$ cat config.mk
export PLATFORM = sky130hd
export DESIGN_NAME = tri_interval_timer
export DESIGN_NICKNAME = d
export VERILOG_FILES = /design/src/rtl/tmr_pkg.sv /design/src/rtl/tmr_prescaler.sv /design/src/rtl/tmr_channel.sv /design/src/rtl/tri_interval_timer.sv
export SDC_FILE = /design/constraint.sdc
export NUM_CORES = 1
export LEC_CHECK = 0
export CAP_MARGIN = 15
export CORE_ASPECT_RATIO = 1.5
export CORE_MARGIN = 8
export CORE_UTILIZATION = 55
export DETAILED_ROUTE_END_ITERATION = 12
export DONT_BUFFER_PORTS = 1
export GPL_ROUTABILITY_DRIVEN = 0
export GPL_TIMING_DRIVEN = 1
export PLACE_DENSITY = 0.7
export SLEW_MARGIN = 20
export SYNTH_ARGS = -nofsm -noshare
export SYNTH_HDL_FRONTEND = slang
export SYNTH_SLANG_ARGS = --single-unit
export TNS_END_PERCENT = 50
$ cat constraint.sdc
create_clock -name clk_i -period 3.9 [get_ports clk_i]
set_clock_uncertainty 0.05 [all_clocks]
set_input_delay 0 -clock clk_i [delete_from_list [all_inputs] [get_ports clk_i]]
set_output_delay 0 -clock clk_i [all_outputs]
set_load 0.02 [all_outputs]
$ cat src/rtl/tmr_pkg.sv
package tmr_pkg;
  localparam int unsigned ADDR_W    = 8;
  localparam int unsigned CH_W      = 4;
  localparam int unsigned NUM_KINDS = 6;

  // field positions
  localparam int unsigned CLK_EN    = 0;
  localparam int unsigned CTL_STOP  = 0;
  localparam int unsigned CTL_IMODE = 1;
  localparam int unsigned CTL_ZERO  = 4;
  localparam int unsigned EV_IVL    = 0;
  localparam int unsigned EV_OVF    = 4;

  typedef enum logic [2:0] {
    REG_NONE, REG_CLK, REG_CTL, REG_CNT, REG_IVL, REG_STS, REG_IEN
  } reg_kind_e;

  typedef struct packed {
    reg_kind_e       kind;
    logic [CH_W-1:0] ch;
  } reg_sel_t;

  function automatic logic [ADDR_W-1:0] kind_base(input int k);
    case (k)
      0:       return 8'h00;
      1:       return 8'h0C;
      2:       return 8'h18;
      3:       return 8'h24;
      4:       return 8'h54;
      default: return 8'h60;
    endcase
  endfunction

  function automatic reg_sel_t decode(input logic [ADDR_W-1:0] addr, input int unsigned nch);
    reg_sel_t s;
    logic [ADDR_W-1:0] d;
    s.kind = REG_NONE;
    s.ch   = '0;
    for (int k = 0; k < NUM_KINDS; k++) begin
      d = addr - kind_base(k);
      if (addr >= kind_base(k) && d[1:0] == 2'b00 && 32'(d[ADDR_W-1:2]) < nch) begin
        s.kind = reg_kind_e'(3'(k + 1));
        s.ch   = CH_W'(d[ADDR_W-1:2]);
      end
    end
    return s;
  endfunction
endpackage

$ cat src/rtl/tmr_prescaler.sv
module tmr_prescaler #(
  parameter int unsigned PW = 4
) (
  input  logic          clk_i,
  input  logic          rst_ni,
  input  logic          run_i,
  input  logic          clr_i,
  input  logic          en_i,
  input  logic [PW-1:0] exp_i,
  output logic          tick_o
);
  localparam int unsigned PRE_W = 1 << PW;

  logic [PRE_W-1:0] pre_q;
  logic [PRE_W-1:0] mask;

  // divide by 2^(exp+1): low exp+1 bits all ones
  always_comb mask = ~({PRE_W{1'b1}} << ({1'b0, exp_i} + 1'b1));
  assign tick_o = !en_i || ((pre_q & mask) == mask);

  always_ff @(posedge clk_i or negedge rst_ni) begin
    if (!rst_ni)    pre_q <= '0;
    else if (clr_i) pre_q <= '0;
    else if (run_i) pre_q <= pre_q + 1'b1;
  end
endmodule

$ cat src/rtl/tmr_channel.sv
module tmr_channel
  import tmr_pkg::*;
#(
  parameter int unsigned CW = 16,
  parameter int unsigned PW = 4
) (
  input  logic          clk_i,
  input  logic          rst_ni,
  input  logic [CW-1:0] wdata_i,
  input  logic          we_clk_i,
  input  logic          we_ctl_i,
  input  logic          we_ivl_i,
  input  logic          we_ien_i,
  input  logic          rd_sts_i,
  output logic [PW:0]   clk_cfg_o,
  output logic [1:0]    ctl_o,
  output logic [CW-1:0] cnt_o,
  output logic [CW-1:0] ival_o,
  output logic [1:0]    sts_o,
  output logic [1:0]    ien_o,
  output logic          irq_o,
  output logic          run_o,
  output logic          tick_o,
  output logic          clr_o
);
  logic          pre_en_q, stop_q, imode_q;
  logic [PW-1:0] pre_exp_q;
  logic [CW-1:0] cnt_q, ival_q;
  logic [1:0]    sts_q, ien_q, evt;
  logic          clr_cnt, step, hit_ivl, hit_ovf;

  assign clr_cnt = we_ctl_i && wdata_i[CTL_ZERO];
  assign run_o   = !stop_q;

  tmr_prescaler #(.PW(PW)) i_pre (
    .clk_i  (clk_i),
    .rst_ni (rst_ni),
    .run_i  (run_o),
    .clr_i  (clr_cnt || we_clk_i),
    .en_i   (pre_en_q),
    .exp_i  (pre_exp_q),
    .tick_o (tick_o)
  );

  assign step    = run_o && tick_o;
  assign hit_ivl = step && imode_q && (cnt_q == ival_q);
  assign hit_ovf = step && !imode_q && (&cnt_q);
  // a zeroing write in the same cycle suppresses the event
  assign evt     = {hit_ovf, hit_ivl} & {2{!clr_cnt}};

  always_ff @(posedge clk_i or negedge rst_ni) begin
    if (!rst_ni) begin
      pre_en_q  <= 1'b0;
      pre_exp_q <= '0;
      stop_q    <= 1'b1;
      imode_q   <= 1'b0;
      ival_q    <= '1;
      ien_q     <= '0;
    end else begin
      if (we_clk_i) begin
        pre_en_q  <= wdata_i[CLK_EN];
        pre_exp_q <= wdata_i[PW:1];
      end
      if (we_ctl_i) begin
        stop_q  <= wdata_i[CTL_STOP];
        imode_q <= wdata_i[CTL_IMODE];
      end
      if (we_ivl_i) ival_q <= wdata_i;
      if (we_ien_i) ien_q  <= {wdata_i[EV_OVF], wdata_i[EV_IVL]};
    end
  end

  always_ff @(posedge clk_i or negedge rst_ni) begin
    if (!rst_ni)      cnt_q <= '0;
    else if (clr_cnt) cnt_q <= '0;
    else if (hit_ivl) cnt_q <= '0;
    else if (step)    cnt_q <= cnt_q + 1'b1;
  end

  always_ff @(posedge clk_i or negedge rst_ni) begin
    if (!rst_ni) sts_q <= '0;
    else         sts_q <= (rd_sts_i ? 2'b00 : sts_q) | evt;
  end

  assign clk_cfg_o = {pre_exp_q, pre_en_q};
  assign ctl_o     = {imode_q, stop_q};
  assign cnt_o     = cnt_q;
  assign ival_o    = ival_q;
  assign sts_o     = sts_q;
  assign ien_o     = ien_q;
  assign irq_o     = |(sts_q & ien_q);
  assign clr_o     = clr_cnt;
endmodule

$ cat src/rtl/tri_interval_timer.sv
module tri_interval_timer
  import tmr_pkg::*;
#(
  parameter int unsigned NCH = 3,
  parameter int unsigned CW  = 16,
  parameter int unsigned PW  = 4
) (
  input  logic              clk_i,
  input  logic              rst_ni,
  input  logic              req_i,
  input  logic              we_i,
  input  logic [ADDR_W-1:0] addr_i,
  input  logic [CW-1:0]     wdata_i,
  output logic [CW-1:0]     rdata_o,
  output logic [NCH-1:0]    irq_o
);
  reg_sel_t sel;
  assign sel = decode(addr_i, NCH);

  logic [NCH-1:0][PW:0]   clk_cfg_a;
  logic [NCH-1:0][1:0]    ctl_a, sts_a, ien_a;
  logic [NCH-1:0][CW-1:0] cnt_a, ival_a;
  logic [NCH-1:0]         run_a, tick_a, clr_a, rd_sts_a;

  for (genvar c = 0; c < NCH; c++) begin : g_ch
    logic hit;
    assign hit         = req_i && (sel.ch == CH_W'(c));
    assign rd_sts_a[c] = hit && !we_i && sel.kind == REG_STS;

    tmr_channel #(.CW(CW), .PW(PW)) i_ch (
      .clk_i     (clk_i),
      .rst_ni    (rst_ni),
      .wdata_i   (wdata_i),
      .we_clk_i  (hit && we_i && sel.kind == REG_CLK),
      .we_ctl_i  (hit && we_i && sel.kind == REG_CTL),
      .we_ivl_i  (hit && we_i && sel.kind == REG_IVL),
      .we_ien_i  (hit && we_i && sel.kind == REG_IEN),
      .rd_sts_i  (rd_sts_a[c]),
      .clk_cfg_o (clk_cfg_a[c]),
      .ctl_o     (ctl_a[c]),
      .cnt_o     (cnt_a[c]),
      .ival_o    (ival_a[c]),
      .sts_o     (sts_a[c]),
      .ien_o     (ien_a[c]),
      .irq_o     (irq_o[c]),
      .run_o     (run_a[c]),
      .tick_o    (tick_a[c]),
      .clr_o     (clr_a[c])
    );
  end

  always_comb begin
    rdata_o = '0;
    if (req_i && !we_i) begin
      for (int c = 0; c < NCH; c++) begin
        if (sel.ch == CH_W'(c)) begin
          case (sel.kind)
            REG_CLK: rdata_o[PW:0] = clk_cfg_a[c];
            REG_CTL: rdata_o[1:0]  = ctl_a[c];
            REG_CNT: rdata_o       = cnt_a[c];
            REG_IVL: rdata_o       = ival_a[c];
            REG_STS: begin
              rdata_o[EV_IVL] = sts_a[c][0];
              rdata_o[EV_OVF] = sts_a[c][1];
            end
            REG_IEN: begin
              rdata_o[EV_IVL] = ien_a[c][0];
              rdata_o[EV_OVF] = ien_a[c][1];
            end
            default: rdata_o = '0;
          endcase
        end
      end
    end
  end
endmodule

==> results of run 1 <==
-- registers in the layout (all words and copies together) (netlist names) --
signal                 cells
g_ch.i_ch.cnt_o           48
g_ch.i_ch.i_pre.pre_q     48
g_ch.i_ch.ien_o            6
g_ch.i_ch.imode_q          3
g_ch.i_ch.ival_o          48
g_ch.i_ch.pre_en_q         3
g_ch.i_ch.pre_exp_q       12
g_ch.i_ch.stop_q           3
g_ch.i_ch.sts_o            6
-- critical path, delay by kind of cell (launching register included) --
family	cells	cell delay, ns
AOI/OAI and AO/OA	4	0.99
and+or+nand+nor	3	1.42
buffers and inverters	1	0.07
adders and majority gates	2	0.43
DFF	1	0.43
-- final cells by class --
type / count / area, µm² / area share
inverters: 32 / 120.1 / 0.01003
multi-input cells: 858 / 6081 / 0.5078
repair buffers: 41 / 380.4 / 0.03177
clock buffers: 25 / 506.7 / 0.04232
clock inverters: 7 / 67.56 / 0.005643
well taps: 260 / 325.3 / 0.02717
flip-flops and latches: 177 / 4493 / 0.3752
-- Yosys cell counts, drive strengths merged (4+ instances only) --
| library cell | count | area share |
|---|---|---|
| dfrtp | 126 | 0.29 |
| o21ai | 26 | 0.012 |
| mux2 | 78 | 0.081 |
| a22oi | 23 | 0.016 |
| o32ai | 4 | 0.0049 |
| dfstp | 51 | 0.12 |
| a21oi | 21 | 0.0096 |
| inv | 32 | 0.011 |
| nand3 | 40 | 0.019 |
| a221o | 4 | 0.0037 |
| nand2b | 13 | 0.0074 |
| buf | 33 | 0.016 |
| o31ai | 9 | 0.0062 |
| nor3 | 27 | 0.013 |
| nor4 | 17 | 0.012 |
| or4 | 4 | 0.0027 |
| xnor2 | 75 | 0.060 |
| and4 | 6 | 0.0048 |
| xor2 | 67 | 0.054 |
| a221oi | 9 | 0.0072 |
| a222oi | 15 | 0.014 |
| a211o | 8 | 0.0064 |
| a211oi | 8 | 0.0071 |
| a22o | 4 | 0.0032 |
| and3 | 15 | 0.0086 |
| mux2i | 11 | 0.010 |
| and2 | 7 | 0.0040 |
| nand2 | 76 | 0.027 |
| nor2 | 159 | 0.055 |
| a31oi | 9 | 0.0057 |
| nand4 | 28 | 0.016 |
| nor2b | 12 | 0.0069 |
| ha | 33 | 0.038 |
| clkbuf | 23 | 0.0079 |
-- routing by layer --
| layer | vias up | track usage |
|---|---|---|
| li1 | 4029 | - |
| met1 | 4179 | 0.2718 |
| met2 | 234 | 0.4112 |
| met3 | 75 | 0.03811 |
| met4 | 0 | 0.1202 |
| met5 | - | 0 |
-- cell families (layout without fill, tap and decap cells) --
logic type | after synthesis | after routing | synth area share
and+or+nand+nor | 424 | 424 | 0.1914
DFF | 177 | 177 | 0.4106
AOI/OAI and AO/OA | 170 | 170 | 0.1205
xor gates and xnor gates | 142 | 142 | 0.1137
muxes | 89 | 89 | 0.09068
buffers and inverters | 88 | 105 | 0.03533
adders and majority gates | 33 | 33 | 0.03774
-- power by group through the flow --
stage          Sequential (mW)  Combinational (mW)  Clock (mW)
3_5_place_dp              2.57                1.02           0
4_1_cts                   2.54                1.07        1.73
2_1_floorplan             2.43               0.877           0
3_3_place_gp              2.57               0.992           0
6_report                  2.54                1.06        1.71
5_1_grt                   2.59                1.21        1.80
-- final timing paths --
path	end	slack (ns)	depth (start not counted)
setup / recovery	g_ch[0].i_ch.sts_o[1]	0.44	10
hold / removal	g_ch[1].i_ch.i_pre.pre_q[2]	-0.79	0
setup reg to reg	g_ch[0].i_ch.sts_o[1]	0.44	10
hold reg to reg	g_ch[1].i_ch.i_pre.pre_q[7]	0.49	2
max in group asynchronous	g_ch[1].i_ch.ival_o[0]	4.29	0
min in group clk_i	g_ch[2].i_ch.sts_o[0]	0.04	4
-- metrics by stage --
step | area (µm²) | util | hold slack (ns) | std cells | setup WS [ns]
finish | 11970 | 0.6101 | -0.7943 | 1400 | 0.4375
CTS | 11970 | 0.6098 | -0.8026 | 1400 | 0.4896
global placement | 11150 | 0.5683 | -0.3367 | 1344 | 0.4564
detailed placement | 11150 | 0.5683 | -0.3369 | 1344 | 0.3792
floorplan | 10940 | - | -0.3456 | 1123 | 0.8883
global route | 11970 | 0.6101 | -0.8068 | 1400 | 0.2179
-- cells in the final DEF, fill, tap and decap left out, drive strengths merged, types with 6 or more instances in the layout --
master and instances:
xnor2 75, a31oi 9, nand3 40, a211o 8
nor4 17, ha 33, nand2b 13, dlygate4sd3 24
a221oi 9, nor2 159, clkbuf 25, nand2 76
and2 7, nand4 28, o31ai 9, o21ai 26
and4 6, and3 15, inv 36, a21oi 21
nor2b 12, mux2i 11, buf 17, nor3 27
a211oi 8, a222oi 15, a22oi 23, dfrtp 126
xor2 67, dfstp 51, mux2 78
==> results.md, run 1 <==
- CTS tree: done
- Worst hold margin: -0.7943 ns
- Power Total: ~5.3 mW
- Worst path slowest cell: nand4b_1
- # rows: 63
- Fin Setup TNS: 0 ns
- P_sw: around 1.7 mW
- Highest Signal Layer: met4
- Met3 wire length: 1.111 mm
- Endpoints failing setup: 0
- Vias: ~8500
- Clock Tree Buf Depth: 2
- Skew-Pair Late Insertion Delay: roughly 0.44 ns
- Netlist cell types: 83
- Status: finished with violations
- # hold bufs at CTS: 24
- WP data arrival: 3.78 ns
- Diode count: 0
- Routed vias/inst: around 6.1
- Fmax: between 200 and 300 MHz
- Crit path cell chain: ha_1, inv_1, ha_1, nor2b_1, a211o_1, o32ai_1, a41oi_1, nand4b_1, or4_1, o21ai_0
- Flop pwr share: 0.479
- Part of the power in the clock network: 0.321
- Int Pwr: about 3.6 mW
- Largest net degree at the start of global routing: 178
- Sequential fraction of the synthesis area: 0.4106
- Die Area: between 20000 and 25000 µm²
- Mapped Area: 10940 µm²
- VDD IR max: roughly 0.32 mV
- Congestion Overflow GR: 0
- Worst slew pin tran: 0.8952 ns
- Top FF cell, synth: dfrtp_1
- Die H: ~190 µm
- Switching share of power: 0.3243
- Max Slew Vio Count: 0
- Combinational Power Share: 0.200
- Vias in the first global route: 8569
- Violated checks: negative hold slack
- Met2 wire len: ~15 mm
- Area grow syn2layout: 9.434%
- Worst hold-check path type: input port to async pin
- Post-DP HPWL: about 20 mm
- Most used cell, CP: ha_1
- Global-route wire length before repair: between 40 and 50 mm
- Fin crit share: 0.8878
- Share of cells above drive strength 1: 0.1395
- Period minus WS final: 3.463 ns
- Setup bufs post-CTS: 0
- Fillers: between 1500 and 2000
- DR pass1 iterations: 6
- CP Class: flop to flop
- Relative slew slack: 0.4013
- I/O Buffers: 0
- Pwr per Cell Area: 443.8 nW/µm²
- CP Launch Type: flop
- Final net count: between 1000 and 1500
- Met1 wire length: 11.59 mm
- Core area: just under 20000 µm²
- Seq cells post-synth: 177
- Crit. End Element: flop
- DRT Wirelength: 28.55 mm
- CTS resizes: 0
- EDFF count, synth: 0
- Syn Area/Cell: between 9 and 10 µm²
- Clock buffer count from CTS: 17
- Syn_nets: around 1200
- Worst-path clk slew: approximately 0.070 ns
- Max incr delay on CP: approximately 0.65 ns
- Starting density of the core: 0.5575
- Die Span X: about 130 µm
- Synth warn: 0
- Worst r2r src: g_ch[0].i_ch.pre_exp_q[0]
- Drt drc: 0
- Syn Inst Count: between 1000 and 1500
- Routed wire per std cell: around 20 µm
- Gr usage total: 0.2350
- Depth of the CTS H-tree: 4
- FFs w/ async S/R, synth: 1.000
- Setup crit start: g_ch[0].i_ch.pre_exp_q[0]
- Critical Path RT: between 4 and 5 ns
- RSZ-0062 raised after global routing: false
- Starting DRT DRC Count: 708
- Post-route ant nets: 0
- Leak pwr: between 5 and 6 nW
- Max Cap Viol: 0
- CP Max Fanout: 12
- Sink Count: ~180
- Ports: 47
- Final Hold Fails: 177
- Initial antenna violation count: 0
- CTS root buf: clkbuf_16
Note: power is estimated with default switching activity, not from simulation.
==> run 2, diff against run 1 <==
CELL_PAD_IN_SITES_DETAIL_PLACEMENT = 1   (was default)
CELL_PAD_IN_SITES_GLOBAL_PLACEMENT = 1   (was default)
CORE_UTILIZATION = 51   (was 55)
PLACE_DENSITY = 0.79   (was 0.7)
==> run 2 against run 1 <==
  * The run still ends with negative hold slack left
  * Sequential share of layout area hardly changed
  * Worst setup slack worse by 0.016 ns
  * Final cell count is 0.64% higher
  * Largest cell class unchanged
  * Highest routed layer unchanged
==> results.md, run 2 (same netlist as run 1, synthesis figures left out) <==
- Final net count: 1188 (unchanged)
- Ports: 47 (unchanged)
- CTS tree: done
- Congestion Overflow GR: 0 (unchanged)
- Die H: 195.4 µm (+3.5%)
- Vias: 8802 (+3.3%)
- Die Span X: 135.6 µm (+3.4%)
- Leak pwr: 5.039 nW (-0.22%)
- Top delay family on crit path: compound AO/OA/AOI/OAI gates
- Critical Path RT: 4.13 ns (-0.08 ns)
- Fmax: 287.5 MHz (-0.46%)
- VDD IR max: 0.3037 mV (-3.7%)
- Die Area: 26490 µm² (+7.0%)
- Worst slew pin tran: 1.020 ns (+0.1249 ns)
- Core area: 21060 µm² (+7.3%)
- Setup bufs post-CTS: 0 (unchanged)
- # hold bufs at CTS: 22 (-8.3%)
- Crit. End Element: flop
- Drt drc: 0 (unchanged)
- CP Launch Type: flop
- Sink Count: 177 (unchanged)
- Skew-Pair Late Insertion Delay: 0.45 ns (about the same)
- Worst-path clk slew: 0.08 ns (about the same)
- Global-route wire length before repair: 53.05 mm (+14%)
- DR pass1 iterations: 8 (+2)
- Most common cell after layout, fill and taps aside: nor2_1
- Violated checks: negative hold slack
- Gr usage total: 0.2549 (+0.01987)
- Starting density of the core: 0.5195 (-0.03801)
- Worst hold-check path type: input port to async pin
- Starting DRT DRC Count: 530 (-25%)
- Fillers: 2339 (+41%)
- Worst R2R Setup Slack: 0.42 ns (-0.02 ns)
- R2r worst-path depth: 10 (unchanged)
- Max Cap Viol: 0 (unchanged)
- DRT Wirelength: 32.69 mm (+15%)
- Setup crit start: g_ch[0].i_ch.pre_exp_q[1]
- Routed wire per std cell: 23.20 µm (+14%)
- Placed insts: 1354 (+0.74%)
- Power Total: 5.360 mW (+0.86%)
- CP Class: flop to flop
- Crit path cell chain: ha_1, inv_1, ha_1, nor2b_1, a211o_1, o32ai_1, a41oi_1, or4_1, o21ai_1, nor2_1
- Status: finished with violations
- Clock Tree Buf Depth: 2 (unchanged)
- # rows: 65 (+3.2%)
- Final Hold Fails: 177 (unchanged)
- Reg2reg end: g_ch[0].i_ch.cnt_o[10]
- Relative slew slack: 0.3153 (-0.08598)
- Clock buffer count from CTS: 17 (unchanged)
- Worst path slowest cell: or4_1
- CP Max Fanout: 15 (+3)
- Post-DP HPWL: 22.94 mm (+14%)
- CTS root buf: clkbuf_16
- Max incr delay on CP: 0.64 ns (about the same)
- Vias in the first global route: 9479 (+11%)
- Routed vias/inst: 6.247 (+2.7%)
- Area grow syn2layout: 9.354% (about the same)
- Fin crit share: 0.8919 (+0.004115)
- CTS resizes: 0 (unchanged)
- Pwr per Cell Area: 447.9 nW/µm² (+0.94%)
- RSZ-0062 raised after global routing: false
- Depth of the CTS H-tree: 4 (unchanged)
- Max Slew Vio Count: 0 (unchanged)
- Post-route ant nets: 0 (unchanged)
- Count of non-filler cells in the finished layout: 1409 (+0.64%)
- Initial antenna violation count: 1 (+1)
- Period minus WS final: 3.479 ns (+0.01605 ns)
- WP data arrival: 3.71 ns (-0.07 ns)
- Worst r2r src: g_ch[0].i_ch.pre_exp_q[1]
- Crit path buf inv count: 1 (unchanged)
- Endpoints failing setup: 0 (unchanged)
- Worst hold margin: -0.8094 ns (-0.01513 ns)
- I/O Buffers: 0 (unchanged)
- Most frequent cells in the layout: nor2_1 (154), dfrtp_1 (126), xnor2_1 (75), nand2_1 (75), xor2_1 (67)
- Most used cell, CP: ha_1
- Largest net degree at the start of global routing: 178 (unchanged)
- Share of cells above drive strength 1: 0.1430 (+0.003509)
- Fin Setup TNS: 0 ns (unchanged)
## run 2: cell types whose count changed in the layout (fill, tap and decap cells not counted)
cell / change
buf_4: +2
clkbuf_1: -2
clkbuf_16: -1
clkbuf_8: -2
clkinv_2: +2
clkinv_4: +4
clkinvlp_4: +2
diode_2: +1
dlygate4sd3_1: -2
inv_4: -3
inv_6: -1
inv_8: +1
## run 2: area by class of cell
class | instances | area, µm² | area share
antenna | 1 | 2.502 | 0.0002091
clock buffer | 20 | 446.7 | 0.03733
multi-input combinational | 858 | 6081 | 0.5082
tap | 268 | 335.3 | 0.02802
sequential | 177 | 4493 | 0.3755
timing repair buffer | 41 | 375.4 | 0.03137
clock inverter | 12 | 111.4 | 0.009307
inverter | 32 | 120.1 | 0.01004
## run 2: worst max path at each step
stage / endpoint / cells after the start
after floorplan: rdata_o[2] / 12
after global placement: g_ch[0].i_ch.cnt_o[10] / 10
after detailed placement: g_ch[1].i_ch.i_pre.pre_q[5] / 10
after CTS: g_ch[0].i_ch.cnt_o[1] / 10
after global routing: g_ch[0].i_ch.cnt_o[10] / 10
final: g_ch[0].i_ch.cnt_o[10] / 10
## run 2: power by group
part	total, mW	internal, mW	switching, mW	leakage, nW
logic	1.11	0.500	0.612	2.59
registers	2.57	2.12	0.447	2.18
clock network	1.68	0.899	0.782	0.272
## run 2: layer usage
| layer | vias to the layer above | GRT usage | part of all wire |
|---|---|---|---|
| met5 | - | 0 | 0 |
| li1 | 4001 | - | - |
| met1 | 4519 | 0.2848 | 0.38 |
| met2 | 204 | 0.4562 | 0.54 |
| met4 | 0 | 0.1214 | 0.042 |
| met3 | 78 | 0.04111 | 0.036 |
## run 2: per-stage QoR
step	worst slack [ns]	hold slack, ns	cell area, µm²	utilization
finish	0.4214	-0.8094	11970	0.5680
detailed placement	0.4144	-0.3371	11180	0.5307
floorplan	0.8883	-0.3456	10940	-
global route	0.05388	-0.8257	11970	0.5680
global placement	0.5370	-0.3361	11180	0.5307
CTS	0.3948	-0.8129	11960	0.5677
==> run 3, diff against run 2 <==
CELL_PAD_IN_SITES_GLOBAL_PLACEMENT = 2   (was 1)
CORE_UTILIZATION = 42   (was 51)
PLACE_DENSITY = 0.78   (was 0.79)
==> run 3 against run 2 <==
  * The run still ends with negative hold slack left
  * Utilization down 9.9 points
  * Combinational power about the same
  * Power fell by 0.83%
  * Critical path type unchanged
  * First-iteration DRC count down 7.0%
  * Final cell count up 4.6%
  * Hold slack improved by 0.019 ns
  * Via count down 3.2%
==> results.md, run 3 (same netlist as run 1, synthesis figures left out) <==
- Worst-path clk slew: 0.07 ns (about the same)
- Post-route ant nets: 0 (unchanged)
- Period minus WS final: 3.429 ns (-0.04953 ns)
- Routed vias/inst: 5.777 (-7.5%)
- Worst slew pin tran: 0.9975 ns (-0.02265 ns)
- Largest net degree at the start of global routing: 178 (unchanged)
- Die Area: 31580 µm² (+19%)
- Max Slew Vio Count: 0 (unchanged)
- Share of cells above drive strength 1: 0.1394 (-0.003631)
- Worst Setup EP: g_ch[0].i_ch.cnt_o[11]
- Depth of the CTS H-tree: 4 (unchanged)
- Post-DP HPWL: 23.93 mm (+4.3%)
- CP Max Fanout: 7 (-8)
- Die H: 213.7 µm (+9.4%)
- Die Span X: 147.8 µm (+9.0%)
- Critical Path RT: 4.18 ns (+0.05 ns)
- Fin Setup TNS: 0 ns (unchanged)
- VDD IR max: 0.2851 mV (-6.1%)
- Relative slew slack: 0.3329 (+0.01760)
- Initial antenna violation count: 0 (-1)
- Vias: 8516 (-3.2%)
- Crit. End Element: flop
- Worst path slowest cell: nand4b_1
- Leak pwr: 5.048 nW (+0.18%)
- Pwr per Cell Area: 441.1 nW/µm² (-1.5%)
- # hold bufs at CTS: 24 (+9.1%)
- Gr usage total: 0.2167 (-0.03824)
- RSZ-0062 raised after global routing: false
- Area grow syn2layout: 10.13%
- Starting DRT DRC Count: 493 (-7.0%)
- Drt drc: 0 (unchanged)
- Status: finished with violations
- Worst hold margin: -0.7900 ns (+0.01937 ns)
- Diode count: 0 (-1)
- Top delay family on crit path: compound AO/OA/AOI/OAI gates
- Violated checks: negative hold slack
- Congestion Overflow GR: 0 (unchanged)
- Max Cap Viol: 0 (unchanged)
- Placed insts: 1418 (+4.7%)
- Most used cell, CP: ha_1
- Core area: 25670 µm² (+22%)
- Worst hold-check path type: input port to async pin
- Worst R2R Setup Slack: 0.47 ns (+0.05 ns)
- Crit path cell chain: ha_1, inv_1, ha_1, nor2b_1, a211o_1, o32ai_1, a41oi_1, nand4b_1, buf_4, nor3_1, xnor2_1, nor2_1
- Starting density of the core: 0.4262 (-0.09328)
- DR pass1 iterations: 5 (-3)
- Setup bufs post-CTS: 0 (unchanged)
- Endpoints failing setup: 0 (unchanged)
- Sink Count: 177 (unchanged)
- Routed wire per std cell: 22.33 µm (-3.7%)
- I/O Buffers: 0 (unchanged)
- Reg2reg end: g_ch[0].i_ch.cnt_o[11]
- WP data arrival: 3.71 ns (about the same)
- DRT Wirelength: 32.92 mm (+0.70%)
- Global-route wire length before repair: 52.44 mm (-1.1%)
- CTS root buf: clkbuf_16
- Fmax: 291.6 MHz (+1.4%)
- Final net count: 1189 (+0.084%)
- Most frequent cells in the layout: nor2_1 (155), dfrtp_1 (126), xnor2_1 (75), nand2_1 (75), xor2_1 (67)
- CP Class: flop to flop
- CP Launch Type: flop
- CTS tree: done
- Max incr delay on CP: 0.50 ns (-0.14 ns)
- # rows: 72 (+11%)
- Crit path buf inv count: 2 (+1)
- Clock Tree Buf Depth: 2 (unchanged)
- R2r worst-path depth: 12 (+2)
- Fin crit share: 0.8792 (-0.01270)
- Setup crit start: g_ch[0].i_ch.pre_exp_q[0]
- Vias in the first global route: 9091 (-4.1%)
- Most common cell after layout, fill and taps aside: nor2_1
- Clock buffer count from CTS: 17 (unchanged)
- CP Depth: 12 (+2)
- Fillers: 2925 (+25%)
- CTS resizes: 0 (unchanged)
- Final Hold Fails: 177 (unchanged)
- Ports: 47 (unchanged)
- Worst r2r src: g_ch[0].i_ch.pre_exp_q[0]
- Skew-Pair Late Insertion Delay: 0.45 ns (about the same)
- Count of non-filler cells in the finished layout: 1474 (+4.6%)
==> run 3: changes by cell type in the layout (fill, tap and decap cells not counted), sizes merged <==
cell         before  now
inv              33   34
diode             1    0
dlygate4sd3      22   24
clkinvlp          2    0
clkbuf           20   25
clkinv            8    5
buf              19   18
bufinv            1    0
==> run 3: metrics by stage <==
step	total power [mW]	cell area, µm²	utilization	setup slack [ns]	hold slack, ns
final	5.315	12050	0.4693	0.4710	-0.7900
after floorplan	3.305	10940	-	0.8883	-0.3456
after global routing	5.615	12050	0.4693	0.2705	-0.8175
after detailed placement	3.679	11250	0.4383	0.3835	-0.3345
after global placement	3.640	11250	0.4383	0.5282	-0.3358
after CTS	5.392	12050	0.4693	0.4857	-0.8184
==> run 3: how the worst min path moves through the flow <==
stage | end | from | depth (start not counted)
global route | g_ch[1].i_ch.ien_o[1] | rst_ni | 0
CTS | g_ch[1].i_ch.ien_o[1] | rst_ni | 0
floorplan | g_ch[0].i_ch.cnt_o[0] | rst_ni | 0
global placement | g_ch[1].i_ch.i_pre.pre_q[15] | rst_ni | 0
detailed placement | g_ch[1].i_ch.i_pre.pre_q[14] | rst_ni | 0
finish | g_ch[1].i_ch.i_pre.pre_q[14] | rst_ni | 0
==> run 3: cell type report <==
cell class / count / area (µm²) / area share
sequential: 177 / 4493 / 0.3729
inverter: 32 / 120.1 / 0.009968
tap: 333 / 416.7 / 0.03458
clock inverter: 7 / 47.55 / 0.003946
multi-input combinational: 858 / 6078 / 0.5044
clock buffer: 25 / 506.7 / 0.04205
timing repair buffer: 42 / 387.9 / 0.03219
==> run 3: report_power, final <==
group | switching [mW] | total [mW] | internal [mW]
Combinational | 0.582 | 1.08 | 0.502
Sequential | 0.477 | 2.60 | 2.12
Clock | 0.729 | 1.63 | 0.905
==> run 3: per-layer routing <==
metal,vias to the layer above,GRT usage,wire [µm]
met4,0,0.09457,1055
met3,54,0.03548,1097
met1,4292,0.2402,13240
met5,-,0,0
li1,4000,-,-
met2,170,0.4013,17530
